===== config.mk =====
export PLATFORM = sky130hd
export DESIGN_NAME = serial_reg_front
export DESIGN_NICKNAME = d
export VERILOG_FILES = /design/src/rtl/serial_reg_pkg.sv /design/src/rtl/serial_reg_ctrl.sv /design/src/rtl/serial_reg_dp.sv /design/src/rtl/serial_reg_front.sv
export SDC_FILE = /design/constraint.sdc
export NUM_CORES = 1
export LEC_CHECK = 0
export BUFFER_PORTS_ARGS = -buffer_cell sky130_fd_sc_hd__buf_2
export CAP_MARGIN = 15
export CORE_MARGIN = 4
export CORE_UTILIZATION = 55
export CTS_CLUSTER_DIAMETER = 120
export CTS_CLUSTER_SIZE = 25
export DETAILED_ROUTE_END_ITERATION = 10
export PLACE_DENSITY = 0.84
export SYNTH_ARGS = -nofsm -noshare
export SYNTH_HDL_FRONTEND = slang
export SYNTH_SLANG_ARGS = --single-unit

===== constraint.sdc =====
create_clock -name clk -period 3.7 [get_ports clk]
set_clock_uncertainty 0.05 [all_clocks]
set_input_delay 0.74 -clock clk [delete_from_list [all_inputs] [get_ports clk]]
set_output_delay 0.74 -clock clk [all_outputs]
set_load 0.01 [all_outputs]

===== src/rtl/serial_reg_pkg.sv =====
package serial_reg_pkg;
  localparam int NUM_CH   = 2;
  localparam int DATA_W   = 8;
  localparam int PTR_W    = 4;
  localparam int NUM_CMD  = 9;
  localparam int MULT_W   = 7;

  localparam logic [PTR_W-1:0] REG_CMD     = 4'd0;
  localparam logic [PTR_W-1:0] REG_XFER    = 4'd1;
  localparam logic [PTR_W-1:0] REG_VECTOR  = 4'd2;
  localparam logic [PTR_W-1:0] REG_MODE    = 4'd4;
  localparam logic [PTR_W-1:0] REG_MASTER  = 4'd9;
  localparam logic [PTR_W-1:0] REG_EXT     = 4'd15;

  localparam logic [2:0] CMD_POINT_HIGH = 3'b001;

  typedef struct packed {
    logic ch;
    logic ldData;
    logic ldCmd;
    logic ldXfer;
    logic ldMode;
    logic ldExt;
    logic ldVector;
    logic ldMaster;
  } regStrobes_t;

  function automatic logic [NUM_CMD-1:0] decodeCmd(input logic [DATA_W-1:0] v);
    logic [NUM_CMD-1:0] f;
    f = '0;
    case (v[7:6])
      2'b01:   f[0] = 1'b1;
      2'b10:   f[1] = 1'b1;
      2'b11:   f[2] = 1'b1;
      default: ;
    endcase
    for (int k = 0; k < 6; k++) begin
      if (v[5:3] == 3'(k + 2)) f[k+3] = 1'b1;
    end
    return f;
  endfunction
endpackage


===== src/rtl/serial_reg_ctrl.sv =====
module serial_reg_ctrl
  import serial_reg_pkg::*;
(
  input  logic        clk,
  input  logic        rst,
  input  logic        rdEn,
  input  logic        wrEn,
  input  logic [1:0]  addr,
  input  logic [5:0]  ptrBits,
  output regStrobes_t strb
);
  logic [PTR_W-1:0] ptr;
  logic ctrlAccess;

  assign ctrlAccess = !addr[1];

  always_comb begin
    strb    = '0;
    strb.ch = addr[0];
    if (wrEn) begin
      if (addr[1]) begin
        strb.ldData = 1'b1;
      end else if (ptr == REG_CMD) begin
        strb.ldCmd = 1'b1;
      end else begin
        case (ptr)
          REG_XFER:   strb.ldXfer   = 1'b1;
          REG_VECTOR: strb.ldVector = 1'b1;
          REG_MODE:   strb.ldMode   = 1'b1;
          REG_MASTER: strb.ldMaster = 1'b1;
          REG_EXT:    strb.ldExt    = 1'b1;
          default:    ;
        endcase
      end
    end
  end

  always_ff @(posedge clk) begin
    if (rst) begin
      ptr <= '0;
    end else if (wrEn && ctrlAccess) begin
      if (ptr == REG_CMD)
        ptr <= {(ptrBits[5:3] == CMD_POINT_HIGH), ptrBits[2:0]};
      else
        ptr <= '0;
    end else if (rdEn && ctrlAccess) begin
      ptr <= '0;
    end
  end
endmodule


===== src/rtl/serial_reg_dp.sv =====
module serial_reg_dp
  import serial_reg_pkg::*;
(
  input  logic                                clk,
  input  logic                                rst,
  input  regStrobes_t                         strb,
  input  logic [DATA_W-1:0]                   wrData,
  input  logic                                rdEn,
  input  logic                                rdIsData,
  input  logic                                rdCh,
  output logic [DATA_W-1:0]                   rdData,
  output logic [NUM_CH-1:0]                   parityEn,
  output logic [NUM_CH-1:0]                   parityEven,
  output logic [NUM_CH-1:0][1:0]              stopSel,
  output logic [NUM_CH-1:0][1:0]              syncSel,
  output logic [NUM_CH-1:0][MULT_W-1:0]       clkMult,
  output logic [NUM_CH-1:0][DATA_W-1:0]       txRxMask,
  output logic [NUM_CH-1:0][DATA_W-1:0]       extMask,
  output logic [DATA_W-1:0]                   intVector,
  output logic [DATA_W-1:0]                   masterCtl,
  output logic [NUM_CH-1:0][NUM_CMD-1:0]      cmdStrobe
);
  logic [NUM_CH-1:0][DATA_W-1:0] dataReg;
  logic [NUM_CH-1:0][DATA_W-1:0] modeReg;

  for (genvar c = 0; c < NUM_CH; c++) begin : g_ch
    logic hit;
    assign hit = (strb.ch == 1'(c));

    always_ff @(posedge clk) begin
      if (rst) begin
        dataReg[c]   <= '1;
        modeReg[c]   <= '0;
        txRxMask[c]  <= '0;
        extMask[c]   <= '0;
        cmdStrobe[c] <= '0;
      end else begin
        cmdStrobe[c] <= '0;
        if (hit) begin
          if (strb.ldData) dataReg[c]   <= wrData;
          if (strb.ldXfer) txRxMask[c]  <= wrData;
          if (strb.ldExt)  extMask[c]   <= wrData;
          if (strb.ldMode) modeReg[c]   <= wrData;
          if (strb.ldCmd)  cmdStrobe[c] <= decodeCmd(wrData);
        end
      end
    end

    always_comb begin
      parityEn[c]   = modeReg[c][0];
      parityEven[c] = modeReg[c][0] & modeReg[c][1];
      stopSel[c]    = modeReg[c][3:2];
      syncSel[c]    = modeReg[c][5:4];
      case (modeReg[c][7:6])
        2'b01:   clkMult[c] = 7'd16;
        2'b10:   clkMult[c] = 7'd32;
        2'b11:   clkMult[c] = 7'd64;
        default: clkMult[c] = 7'd1;
      endcase
      if (modeReg[c][3:2] == 2'b00) clkMult[c] = 7'd1;
    end
  end

  always_ff @(posedge clk) begin
    if (rst) begin
      intVector <= '0;
      masterCtl <= '0;
    end else begin
      if (strb.ldVector) intVector <= wrData;
      if (strb.ldMaster) masterCtl <= wrData;
    end
  end

  assign rdData = (rdEn && rdIsData) ? dataReg[rdCh] : '0;
endmodule


===== src/rtl/serial_reg_front.sv =====
module serial_reg_front
  import serial_reg_pkg::*;
(
  input  logic                           clk,
  input  logic                           rst,
  input  logic                           rdEn,
  input  logic                           wrEn,
  input  logic [1:0]                     addr,
  input  logic [7:0]                     wrData,
  output logic [7:0]                     rdData,
  output logic [1:0]                     parityEn,
  output logic [1:0]                     parityEven,
  output logic [1:0][1:0]                stopSel,
  output logic [1:0][1:0]                syncSel,
  output logic [1:0][6:0]                clkMult,
  output logic [1:0][7:0]                txRxMask,
  output logic [1:0][7:0]                extMask,
  output logic [7:0]                     intVector,
  output logic [7:0]                     masterCtl,
  output logic [1:0][8:0]                cmdStrobe
);
  regStrobes_t strb;

  serial_reg_ctrl ctrl_i (
    .clk     (clk),
    .rst     (rst),
    .rdEn    (rdEn),
    .wrEn    (wrEn),
    .addr    (addr),
    .ptrBits (wrData[5:0]),
    .strb    (strb)
  );

  serial_reg_dp dp_i (
    .clk        (clk),
    .rst        (rst),
    .strb       (strb),
    .wrData     (wrData),
    .rdEn       (rdEn),
    .rdIsData   (addr[1]),
    .rdCh       (addr[0]),
    .rdData     (rdData),
    .parityEn   (parityEn),
    .parityEven (parityEven),
    .stopSel    (stopSel),
    .syncSel    (syncSel),
    .clkMult    (clkMult),
    .txRxMask   (txRxMask),
    .extMask    (extMask),
    .intVector  (intVector),
    .masterCtl  (masterCtl),
    .cmdStrobe  (cmdStrobe)
  );
endmodule


* Yosys cells after proc, flatten, opt, wreduce, memory -nomap -nowiden
Index checks and enable logic that the tools add are counted.
Word-level totals: register bits 102, input port bits 14, output and inout port bits 100, word-level logic and storage cells 86
Cells by class: magnitude comparators 1, equal/unequal tests 21, muxes and demuxes 30, bitwise operators 3, reduce and logical (&&, ||, !) cells 18
Operators by type and width (count):
- case mux 7 bit (3 select lines) | 2
- two-way mux 8 bit | 3
- two-way mux 7 bit | 3
- two-way mux 1 bit | 16
- AND reduction 2 bit | 8
- equality test 2 bit (second input constant) | 6
- equality test 3 bit (second input constant) | 4
- two-way mux 4 bit | 3
- two-way mux 9 bit | 1
- equality test 4 bit (second input constant) | 2
- equality test 2 x 1 -> 1 bit (second input constant) | 3
- equality test 3 x 2 -> 1 bit (second input constant) | 2
- two-way mux 6 bit | 1
- two-way mux 5 bit | 1
- equality test 4 x 1 -> 1 bit (second input constant) | 1
- equality test 4 x 2 -> 1 bit (second input constant) | 1
- equality test 4 x 3 -> 1 bit (second input constant) | 1
- logical NOT 2 bit | 2
- logical NOT 4 bit | 1
- OR reduction 2 bit | 2
- equality test 3 x 1 -> 1 bit (second input constant) | 1
- logical AND 1 bit | 3
- bitwise AND 1 bit | 2
- < comparator 1 x 2 -> 1 bit (second input constant) | 1
- 3 further kinds | 3

* Depth between registers and ports, before layout
Gate-level depths: netlist of the first run.
depth in word-level cells 6, depth in mapped cells 5, gate-level depth less buffers 3

* Modules after synthesis
Synthesis of the first run repeated with hierarchy kept, for this count alone.
Unflattened totals: cell total of the unflattened synthesis 414, area, all modules 4151.5 sq um
By module, submodules not included:
- serial_reg_dp | times used 1, cells an instance 389, area an instance 3903.7 sq um, sequential area each 1961.9 sq um
- serial_reg_ctrl | times used 1, cells an instance 25, area an instance 247.7 sq um, sequential area each 80.1 sq um

* Worst setup path before layout of the first run
No wires, ideal clock.
path kind input-to-output, start in addr[0], end out rdData[1], arrival time 1459 ps, required time 2910 ps, path slack 1451 ps, stages on the path 4, path through buf_2 > buf_2 > mux2i_1 > nor2_1
Between the ends: cells in the longest elaborated chain, start to end 3
RTL lines:
- start, declared | RTL line serial_reg_front.sv:8 | input logic [1:0] addr,
- two-way mux 8 bit (not written as such) (2 in series) | RTL line serial_reg_dp.sv:74 | assign rdData = (rdEn && rdIsData) ? dataReg[rdCh] : '0;
- two-way mux 8 bit | RTL line serial_reg_dp.sv:74
- end, declared | RTL line serial_reg_front.sv:10 | output logic [7:0] rdData,
No other way between the ends. The select of a mux whose other input is x is not followed.

* Worst setup path in the final report of the first run
start in addr[0], end out rdData[7]
Same word-level chain as after synthesis.

==> results.yml, run 1 <==
run_status:
  status: "completed"
clocking:
  clkLatencyLatePin_ns: 0.35
  holdBufCountCts: 0
  cts-htree-levels: 3
  post-cts-setup-buffers: 0
  clock_sinks: 102
  numCtsBuffers: 9
  cts_tree: "done"
  cts_resized: 0
  cts-root-buf: "clkbuf_8"
  clk_path_buf_depth: 2
  path_clk_slew_ns: 0.08
global_routing:
  grt_pass1_wl_um: 14600
  grt.overflow.total: 0
  first_global_vias: 2953
  antenna_found_initial: 0
  grt_max_degree: 36
  grt.total_usage_pct: 21.6
pwr:
  pwr_density_cell_nw_per_um2: 425
  ir_drop_v: 0.000243
  p_leak_nw: 2.49
yosys:
  synth_top_cell_by_area: "dfxtp_1"
  async_flop_share_pct: 0
  synth_commonest_cells: "dfxtp_1 (102), nand2_1 (101), mux2i_1 (79)"
  syn_avg_cell_area_um2: 9.77
  netlist_instances: 402
  ys_top_cells_by_area: "dfxtp_1 (52%), mux2i_1 (20%), nand2_1 (9.6%), buf_4 (3.1%), nor2_1 (2.0%)"
  yosys.cell_count.top_type: "dfxtp_1"
  yosysWarningCount: 0
  ys_seq_area_share_pct: 52.0
  synth-edff-count: 0
  synth_top_area_share_pct: 52.0
  synth_seq_cells: 102
  synthFlopType: "dfxtp_1"
  syn_area_um2: 3930
  netlist-cell-type-count: 34
drt:
  top_layer: "met4"
  met1_length_um: 3910
  num_vias: 3087
  wl_per_cell_um: 15.6
  wl_met2_um: 4640
  routed_wirelength_um: 9220
  ant_nets: 0
  drt_pass1_iterations: 4
  drt_iter0_drc: 152
  drc: 0
  wl_met3_um: 543
  viasPerCell: 5.23
cells_and_area:
  syn_to_final_growth_pct: 17.4
  diodes: 0
  fin_cells: 590
  nets: 504
  drive_gt1_share_pct: 26.3
sta:
  fmax_ghz: 0.411
  hold_violations: 0
  final.setup.worst_slack_ns: 1.27
  drv_slew: 0
  setup_tns_ns: 0
  rsz0062_at_grt: "no"
  max_slew_margin_pct: 59.8
  fin_crit_sh_pct: 65.7
  finalSetupViolations: 0
  worst_pin_slew_ns: 0.599
  whs_ns: 0.411
  min_period_ns: 2.43
setup_path:
  crit_required_ns: 2.91
  startpoint_type: "input pin"
  endpoint_kind: "output port"
  worstPathArrival_ns: 1.64
  crit_fanout: 23
  reg2regPathDepth: 3
  timing_worst_setup_path_type: "in2out"
worst_hold_path:
  hold_path.class: "reg2reg"
  whs_path_depth: 2
placement:
  port_buffers: 107
  place_ws_ns: 1.28
  placed_cells_incl_taps: 575
  gpl.final_weighted_congestion: 0.788
  dp_hpwl_um: 6470
floorplan:
  start_util_pct: 57.2
  fp.coreArea_um2: 6870
  io_pins: 114
  dieHeight_um: 92.5
  rows: 30
  die_w_um: 92.5
  dieArea_um2: 8560
flow_run:
  maxCapViolations: 0
==> logic make-up after synthesis <==
group                  Yosys count  share of synthesized area, %
and+or+nand+nor                170                          20.2
DFF                            102                          52.0
AOI/OAI and AO/OA               10                          1.91
buffers and inverters           40                          5.73
other                            1                        0.0954
muxes                           79                          20.1
==> layer usage <==
metal / global-route usage (%) / vias to the layer above
li1: - / 1508
met1: 27.8 / 1457
met2: 36.6 / 111
met3: 3.17 / 11
met4: 8.17 / 0
met5: 0 / -
==> worst paths after layout <==
check / from / endpoint / slack, ns
worst min register to register: dp_i.extMask[10] / dp_i.extMask[10] / 0.41
worst max-delay path: addr[0] / rdData[7] / 1.27
worst min-delay path: dp_i.extMask[10] / dp_i.extMask[10] / 0.41
worst max register to register: ctrl_i.ptr[2] / dp_i.txRxMask[2] / 1.81
==> per-stage QoR <==
step | instance area [µm²] | power, W | utilization [%]
after floorplan | 3950 | 0.00123 | -
after global placement | 4400 | 0.00126 | 64.1
after detailed placement | 4400 | 0.00127 | 64.1
after CTS | 4610 | 0.00196 | 67.1
after global routing | 4610 | 0.00203 | 67.1
final | 4610 | 0.00196 | 67.1
==> flip-flops by register name, summed over array words and instances (netlist names) <==
| register | cells |
|---|---|
| dp_i.extMask | 16 |
| dp_i.txRxMask | 16 |
| ctrl_i.ptr | 4 |
| dp_i.stopSel | 4 |
| dp_i.cmdStrobe | 18 |
| dp_i.intVector | 8 |
| dp_i.dataReg | 16 |
| dp_i.masterCtl | 8 |
| dp_i.modeReg | 6 |
| dp_i.parityEn | 2 |
| dp_i.syncSel | 4 |
==> power breakdown <==
| part | switching, W | internal, W | total, W |
|---|---|---|---|
| Sequential | 0.00000922 | 0.00111 | 0.00112 |
| Clock | 0.000366 | 0.000350 | 0.000715 |
| Combinational | 0.0000868 | 0.0000379 | 0.000125 |
==> final cells by class <==
cell class | count | area, µm²
clock buffers | 11 | 151
clock inverters | 4 | 55.1
fillers | 555 | 2260
inverters | 3 | 11.3
multi-input cells | 265 | 1680
flip-flops and latches | 102 | 2040
well taps | 96 | 120
repair buffers | 109 | 551
==> worst max-delay path, cell delays in order <==
cell     delay [ns]
buf_2          0.44
mux2i_1        0.25
nor2_1         0.06
buf_2          0.15
==> placed cells by master (no fill, tap or decap), drive strengths merged <==
cell,n
a22o,4
and2,2
and3,3
and3b,2
buf,109
bufinv,1
clkbuf,11
clkinv,1
clkinvlp,1
conb,6
dfxtp,102
inv,4
mux2i,79
nand2,101
nand2b,1
nand3,11
nand3b,2
nand4,4
nand4b,2
nor2,21
nor2b,2
nor3,8
nor3b,2
nor4,6
nor4b,2
nor4bb,1
o211ai,2
o21a,1
o21ai,1
o22ai,2
No activity file was read; power rests on OpenSTA's default activity.
==> run 2, diff against run 1 <==
--- a/config.mk
+++ b/config.mk
@@ -5,14 +5,15 @@
 export SDC_FILE = /design/constraint.sdc
 export NUM_CORES = 1
 export LEC_CHECK = 0
+export ABC_AREA = 1
 export BUFFER_PORTS_ARGS = -buffer_cell sky130_fd_sc_hd__buf_2
 export CAP_MARGIN = 15
 export CORE_MARGIN = 4
-export CORE_UTILIZATION = 55
+export CORE_UTILIZATION = 52
 export CTS_CLUSTER_DIAMETER = 120
 export CTS_CLUSTER_SIZE = 25
 export DETAILED_ROUTE_END_ITERATION = 10
-export PLACE_DENSITY = 0.84
+export PLACE_DENSITY = 0.79
 export SYNTH_ARGS = -nofsm -noshare
 export SYNTH_HDL_FRONTEND = slang
 export SYNTH_SLANG_ARGS = --single-unit
==> constraint.sdc (replaced) <==
create_clock -name clk -period 2.5 [get_ports clk]
set_clock_uncertainty 0.05 [all_clocks]
set_input_delay 0.5 -clock clk [delete_from_list [all_inputs] [get_ports clk]]
set_output_delay 0.5 -clock clk [all_outputs]
set_load 0.01 [all_outputs]
==> run 2 against run 1 <==
Hold slack worse by 0.00065 ns. Final area is 4.8% higher. Clock power increased by 59%. Via count is 27% higher. Global-route usage rose by 0.43 points. Count of clock-buffer cells in the layout is 1 lower. Synthesized area is 5.4% higher. Synthesized cell count increased by 34%. Largest cell class unchanged.
==> results.yml, run 2 <==
floorplan:
  dieHeight_um: 97.2
  dieArea_um2: 9450
  rows: 32
  io_pins: 114
  start_util_pct: 53.6
  fp.coreArea_um2: 7730
  die_w_um: 97.2
drt:
  wl_per_cell_um: 14.6
  viasPerCell: 5.40
  drc: 0
  drt_iter0_drc: 244
  num_vias: 3931
  drt_pass1_iterations: 5
  ant_nets: 0
  routed_wirelength_um: 10600
global_routing:
  gr-usage-met2_pct: 36.2
  grt.overflow.total: 0
  grt_busiest_layer: "met2"
  antenna_found_initial: 0
  first_global_vias: 3609
  use_met3_pct: 4.24
  grt_pass1_wl_um: 17300
  grt_max_degree: 38
  grt.total_usage_pct: 22.0
  gr-usage-met1_pct: 28.4
run_status:
  status: "completed"
clocking:
  post-cts-setup-buffers: 0
  path_clk_slew_ns: 0.09
  clkLatencyLatePin_ns: 0.36
  cts-htree-levels: 3
  holdBufCountCts: 0
  clock_sinks: 102
  cts_resized: 0
  numCtsBuffers: 9
  cts-root-buf: "clkbuf_8"
  cts_tree: "done"
  clk_path_buf_depth: 2
setup_path:
  crit_chain: "buf_2 > buf_4 > nand2_1 > a21oi_1 > buf_2"
  crit_buf_inv: 3
  worstPathArrival_ns: 1.41
  startpoint_type: "input pin"
  timing_worst_setup_path_type: "in2out"
  crit_required_ns: 1.95
  cp_slowest_stage_delay_ns: 0.38
  cp_top_family: "buffers and inverters"
  cp_common_cell: "buf_2"
  worst_path_max_delay_cell: "buf_4"
  endpoint_kind: "output port"
  crit_fanout: 37
yosys:
  synth_seq_cells: 102
  muxShareOfSynthArea_pct: 0
  synthAdderAreaFrac_pct: 0
  synth_top_family_by_area: "simple AND/OR/NAND/NOR gates"
  synth_xor_area_share_pct: 0
  yosysWarningCount: 0
  netlist-cell-type-count: 23
  synth_compound_area_share_pct: 8.65
  async_flop_share_pct: 0
  syn_area_um2: 4140
  syn_avg_cell_area_um2: 7.71
  synth_top_cell_by_area: "dfxtp_1"
  netlist_instances: 537
  ys_top_cells_by_area: "dfxtp_1 (49%), nand2_1 (9.7%), nor2_1 (9.3%), nand4_1 (7.4%), a21oi_1 (4.4%)"
  synth_commonest_cells: "nand2_1 (107), dfxtp_1 (102), nor2_1 (102)"
  synth_top_area_share_pct: 49.3
  synthSimpleGateAreaFrac_pct: 33.6
  synthFlopType: "dfxtp_1"
  yosys.cell_count.top_type: "nand2_1"
  ys_seq_area_share_pct: 49.3
  synth-edff-count: 0
cells_and_area:
  largest-register: "dp_i.cmdStrobe"
  drive_gt1_share_pct: 23.6
  syn_to_final_growth_pct: 16.7
  final_cell_mix: "nand2_1 (107), buf_2 (107), nor2_1 (102), dfxtp_1 (102), nand4_1 (49)"
  fillerInstances: 718
  nets: 635
  largest_reg_flops: 18
  diodes: 0
  fin_cells: 728
pwr:
  ir_drop_v: 0.000396
  power.total_w: 0.00305
  p_leak_nw: 2.21
  pwr_density_cell_nw_per_um2: 631
sta:
  max_slew_margin_pct: 61.1
  hold_violations: 0
  setup_tns_ns: 0
  finalSetupViolations: 0
  fmax_ghz: 0.509
  rsz0062_at_grt: "no"
  drv_slew: 0
  min_period_ns: 1.96
  whs_ns: 0.410
  fin_crit_sh_pct: 78.5
  worst_pin_slew_ns: 0.577
  final.setup.worst_slack_ns: 0.537
placement:
  port_buffers: 107
  placed_cells_incl_taps: 712
  dp_hpwl_um: 7430
  place_ws_ns: 0.541
  gpl.final_weighted_congestion: 0.879
worst_hold_path:
  hold_path.class: "in2reg"
flow_run:
  maxCapViolations: 0
[run 2: metrics by stage]
step	util, %	area, µm²
global route	62.5	4830
global placement	59.7	4610
finish	62.5	4830
detailed placement	59.7	4610
floorplan	-	4160
CTS	62.5	4830
[run 2: path summary, 6_finish.rpt]
check / start / end / slack (ns) / cells after the start
max reg2reg: ctrl_i.ptr[1] / dp_i.extMask[13] / 0.82 / 5
min: wrData[1] / ctrl_i.ptr[1] / 0.41 / 3
min reg2reg: dp_i.extMask[15] / dp_i.extMask[15] / 0.42 / 2
max: addr[0] / rdData[5] / 0.54 / 5
[run 2: routing by layer]
layer  part of all wire, %  vias to the layer above
met4                   1.9                        0
met5                     0                        -
met2                    49                      159
li1                      -                     1940
met1                    42                     1814
met3                   7.2                       18
[run 2: kinds of logic (layout without fill, tap and decap cells)]
group                  count (synthesis)  in the layout
other                                  1              6
DFF                                  102            102
AOI/OAI and AO/OA                     63             63
and+or+nand+nor                      302            302
buffers and inverters                 69            153
[run 2: final cells by class]
| type | instances | area, µm² | area share [%] |
|---|---|---|---|
| sequential | 102 | 2040 | 42.3 |
| multi-input combinational | 371 | 1770 | 36.6 |
| timing repair buffer | 113 | 581 | 12.0 |
| clock inverter | 6 | 83.8 | 1.73 |
| clock buffer | 10 | 138 | 2.85 |
| inverter | 24 | 90.1 | 1.86 |
| tap | 102 | 128 | 2.64 |
[run 2: report_power, final]
group	switching, W	internal [W]
Sequential	0.0000156	0.00165
Clock	0.000549	0.000590
Combinational	0.000185	0.0000636
[run 2: worst register-to-register path, cell delays in order, from the launching register on]
cell     delay [ns]
dfxtp_1        0.45
nand2_1        0.13
nor2_4         0.35
nand3_1        0.36
nand2_1        0.15
a21oi_1        0.08
==> run 3, diff against run 2 <==
--- a/config.mk
+++ b/config.mk
@@ -5,11 +5,11 @@
 export SDC_FILE = /design/constraint.sdc
 export NUM_CORES = 1
 export LEC_CHECK = 0
-export ABC_AREA = 1
+export ABC_AREA = 0
 export BUFFER_PORTS_ARGS = -buffer_cell sky130_fd_sc_hd__buf_2
 export CAP_MARGIN = 15
 export CORE_MARGIN = 4
-export CORE_UTILIZATION = 52
+export CORE_UTILIZATION = 51
 export CTS_CLUSTER_DIAMETER = 120
 export CTS_CLUSTER_SIZE = 25
 export DETAILED_ROUTE_END_ITERATION = 10
==> constraint.sdc (replaced) <==
create_clock -name clk -period 1.94 [get_ports clk]
set_clock_uncertainty 0.05 [all_clocks]
set_input_delay 0.388 -clock clk [delete_from_list [all_inputs] [get_ports clk]]
set_output_delay 0.388 -clock clk [all_outputs]
set_load 0.01 [all_outputs]
==> run 3 against run 2 <==
Non-clock buffer count is 3 higher. Highest routed layer unchanged. Global-route usage is 1.4 points lower. Largest power group unchanged. Utilization is 0.78 points higher. Sequential cell count stayed put. Sequential share of layout area is 1.5 points higher. Critical path type unchanged. Sequential power is 28% higher. Count of clock-buffer cells in the layout is 1 lower. Hold slack worse by 0.20 ns.
==> results.yml, run 3 (same netlist as run 1, synthesis figures left out) <==
cells_and_area:
  final_cell_mix: "buf_2 (107), dfxtp_1 (102), nand2_1 (101)"
  diodes: 0
  largest_reg_flops: 18
  nets: 511
  largest-register: "dp_i.cmdStrobe"
  seqCellArea_um2: 2040
  drive_gt1_share_pct: 27.5
  fin_util_pct: 63.3
  fillerInstances: 651
  layout_commonest_cell: "buf_2"
  syn_to_final_growth_pct: 18.8
  multi_input_area_um2: 1680
clocking:
  cts-root-buf: "clkbuf_8"
  cts-htree-levels: 3
  post-cts-setup-buffers: 0
  clkLatencyLatePin_ns: 0.36
  clk_path_buf_depth: 2
  numCtsBuffers: 9
  clock_sinks: 102
  holdBufCountCts: 0
  cts_resized: 0
  path_clk_slew_ns: 0.09
  cts_tree: "done"
floorplan:
  rows: 31
  dieHeight_um: 95.8
  die_w_um: 95.8
  fp.coreArea_um2: 7370
  start_util_pct: 53.3
  dieArea_um2: 9170
  io_pins: 114
drt:
  top_layer: "met4"
  drt_pass1_iterations: 4
  met1_length_um: 4010
  drc: 0
  wl_met2_um: 4620
  wl_per_cell_um: 15.6
  num_vias: 3178
  drt_iter0_drc: 175
  wl_met3_um: 596
  ant_nets: 0
  viasPerCell: 5.29
  routed_wirelength_um: 9400
sta:
  final.setup.worst_slack_ns: 0.302
  hold_violations: 0
  rsz0062_at_grt: "no"
  finalSetupViolations: 0
  min_period_ns: 1.64
  drv_slew: 0
  fin_crit_sh_pct: 84.4
  setup_tns_ns: 0
  fmax_ghz: 0.611
setup_path:
  reg2regPathDepth: 3
  crit_required_ns: 1.50
  endpoint_kind: "output port"
  startpoint_type: "input pin"
  worstPathArrival_ns: 1.20
  crit_fanout: 17
  timing_worst_setup_path_type: "in2out"
pwr:
  power.total_w: 0.00373
  pwr_density_cell_nw_per_um2: 800
  p_leak_nw: 2.53
  ir_drop_v: 0.000485
global_routing:
  first_global_vias: 2899
  grt.total_usage_pct: 20.7
  grt_max_degree: 48
  grt_pass1_wl_um: 14300
  antenna_found_initial: 0
  grt.overflow.total: 0
placement:
  dp_hpwl_um: 6700
  place_ws_ns: 0.132
  gpl.final_weighted_congestion: 0.785
  port_buffers: 107
flow_run:
  maxCapViolations: 0
worst_hold_path:
  hold_path.class: "in2reg"
  whs_path_depth: 2
run_status:
  status: "completed"
[run 3: cell count changes in the layout (fill, tap and decap cells not counted), moves of 4 or more]
cell,delta
nand3_1,-9
a21oi_1,-36
inv_1,-15
nand2_1,-6
mux2i_1,+79
o211ai_1,-14
nor2_1,-81
nor2_4,-8
a22o_1,+4
o21ai_0,-8
nand4_1,-47
[run 3: critical path, stage by stage]
cell	delay, ns
buf_2	0.34
mux2i_1	0.26
nor2_1	0.06
buf_2	0.14
[run 3: routing by layer]
metal  vias to the layer above  GRT usage (%)
li1                       1525              -
met1                      1529           26.0
met2                       112           34.2
met3                        12           4.93
met4                         0           8.18
met5                         -              0
[run 3: path summary, 6_finish.rpt]
path	start	slack, ns	endpoint
setup / recovery	addr[0]	0.30	rdData[5]
hold / removal	wrData[6]	0.21	dp_i.cmdStrobe[10]
setup reg to reg	ctrl_i.ptr[2]	0.34	dp_i.stopSel[0]
hold reg to reg	dp_i.txRxMask[5]	0.41	dp_i.txRxMask[5]
[run 3: final cells by class]
cell class | instances | area share [%]
repair buffers | 116 | 12.9
inverters | 3 | 0.241
clock buffers | 9 | 2.65
multi-input cells | 265 | 36.0
clock inverters | 7 | 1.74
well taps | 99 | 2.65
flip-flops and latches | 102 | 43.8
[run 3: stage by stage]
stage                     area (µm²)  cells  hold WS, ns
after floorplan                 3950    407        0.384
after global placement          4460    585        0.392
after detailed placement        4460    585        0.393
after CTS                       4670    601        0.200
after global routing            4670    601        0.206
final                           4670    601        0.207
[run 3: report_power, final]
part	leakage, nW	internal, W	total (W)	switching, W
clock network	0.106	0.000615	0.00136	0.000741
logic	1.60	0.0000778	0.000245	0.000167
registers	0.824	0.00212	0.00213	0.0000169
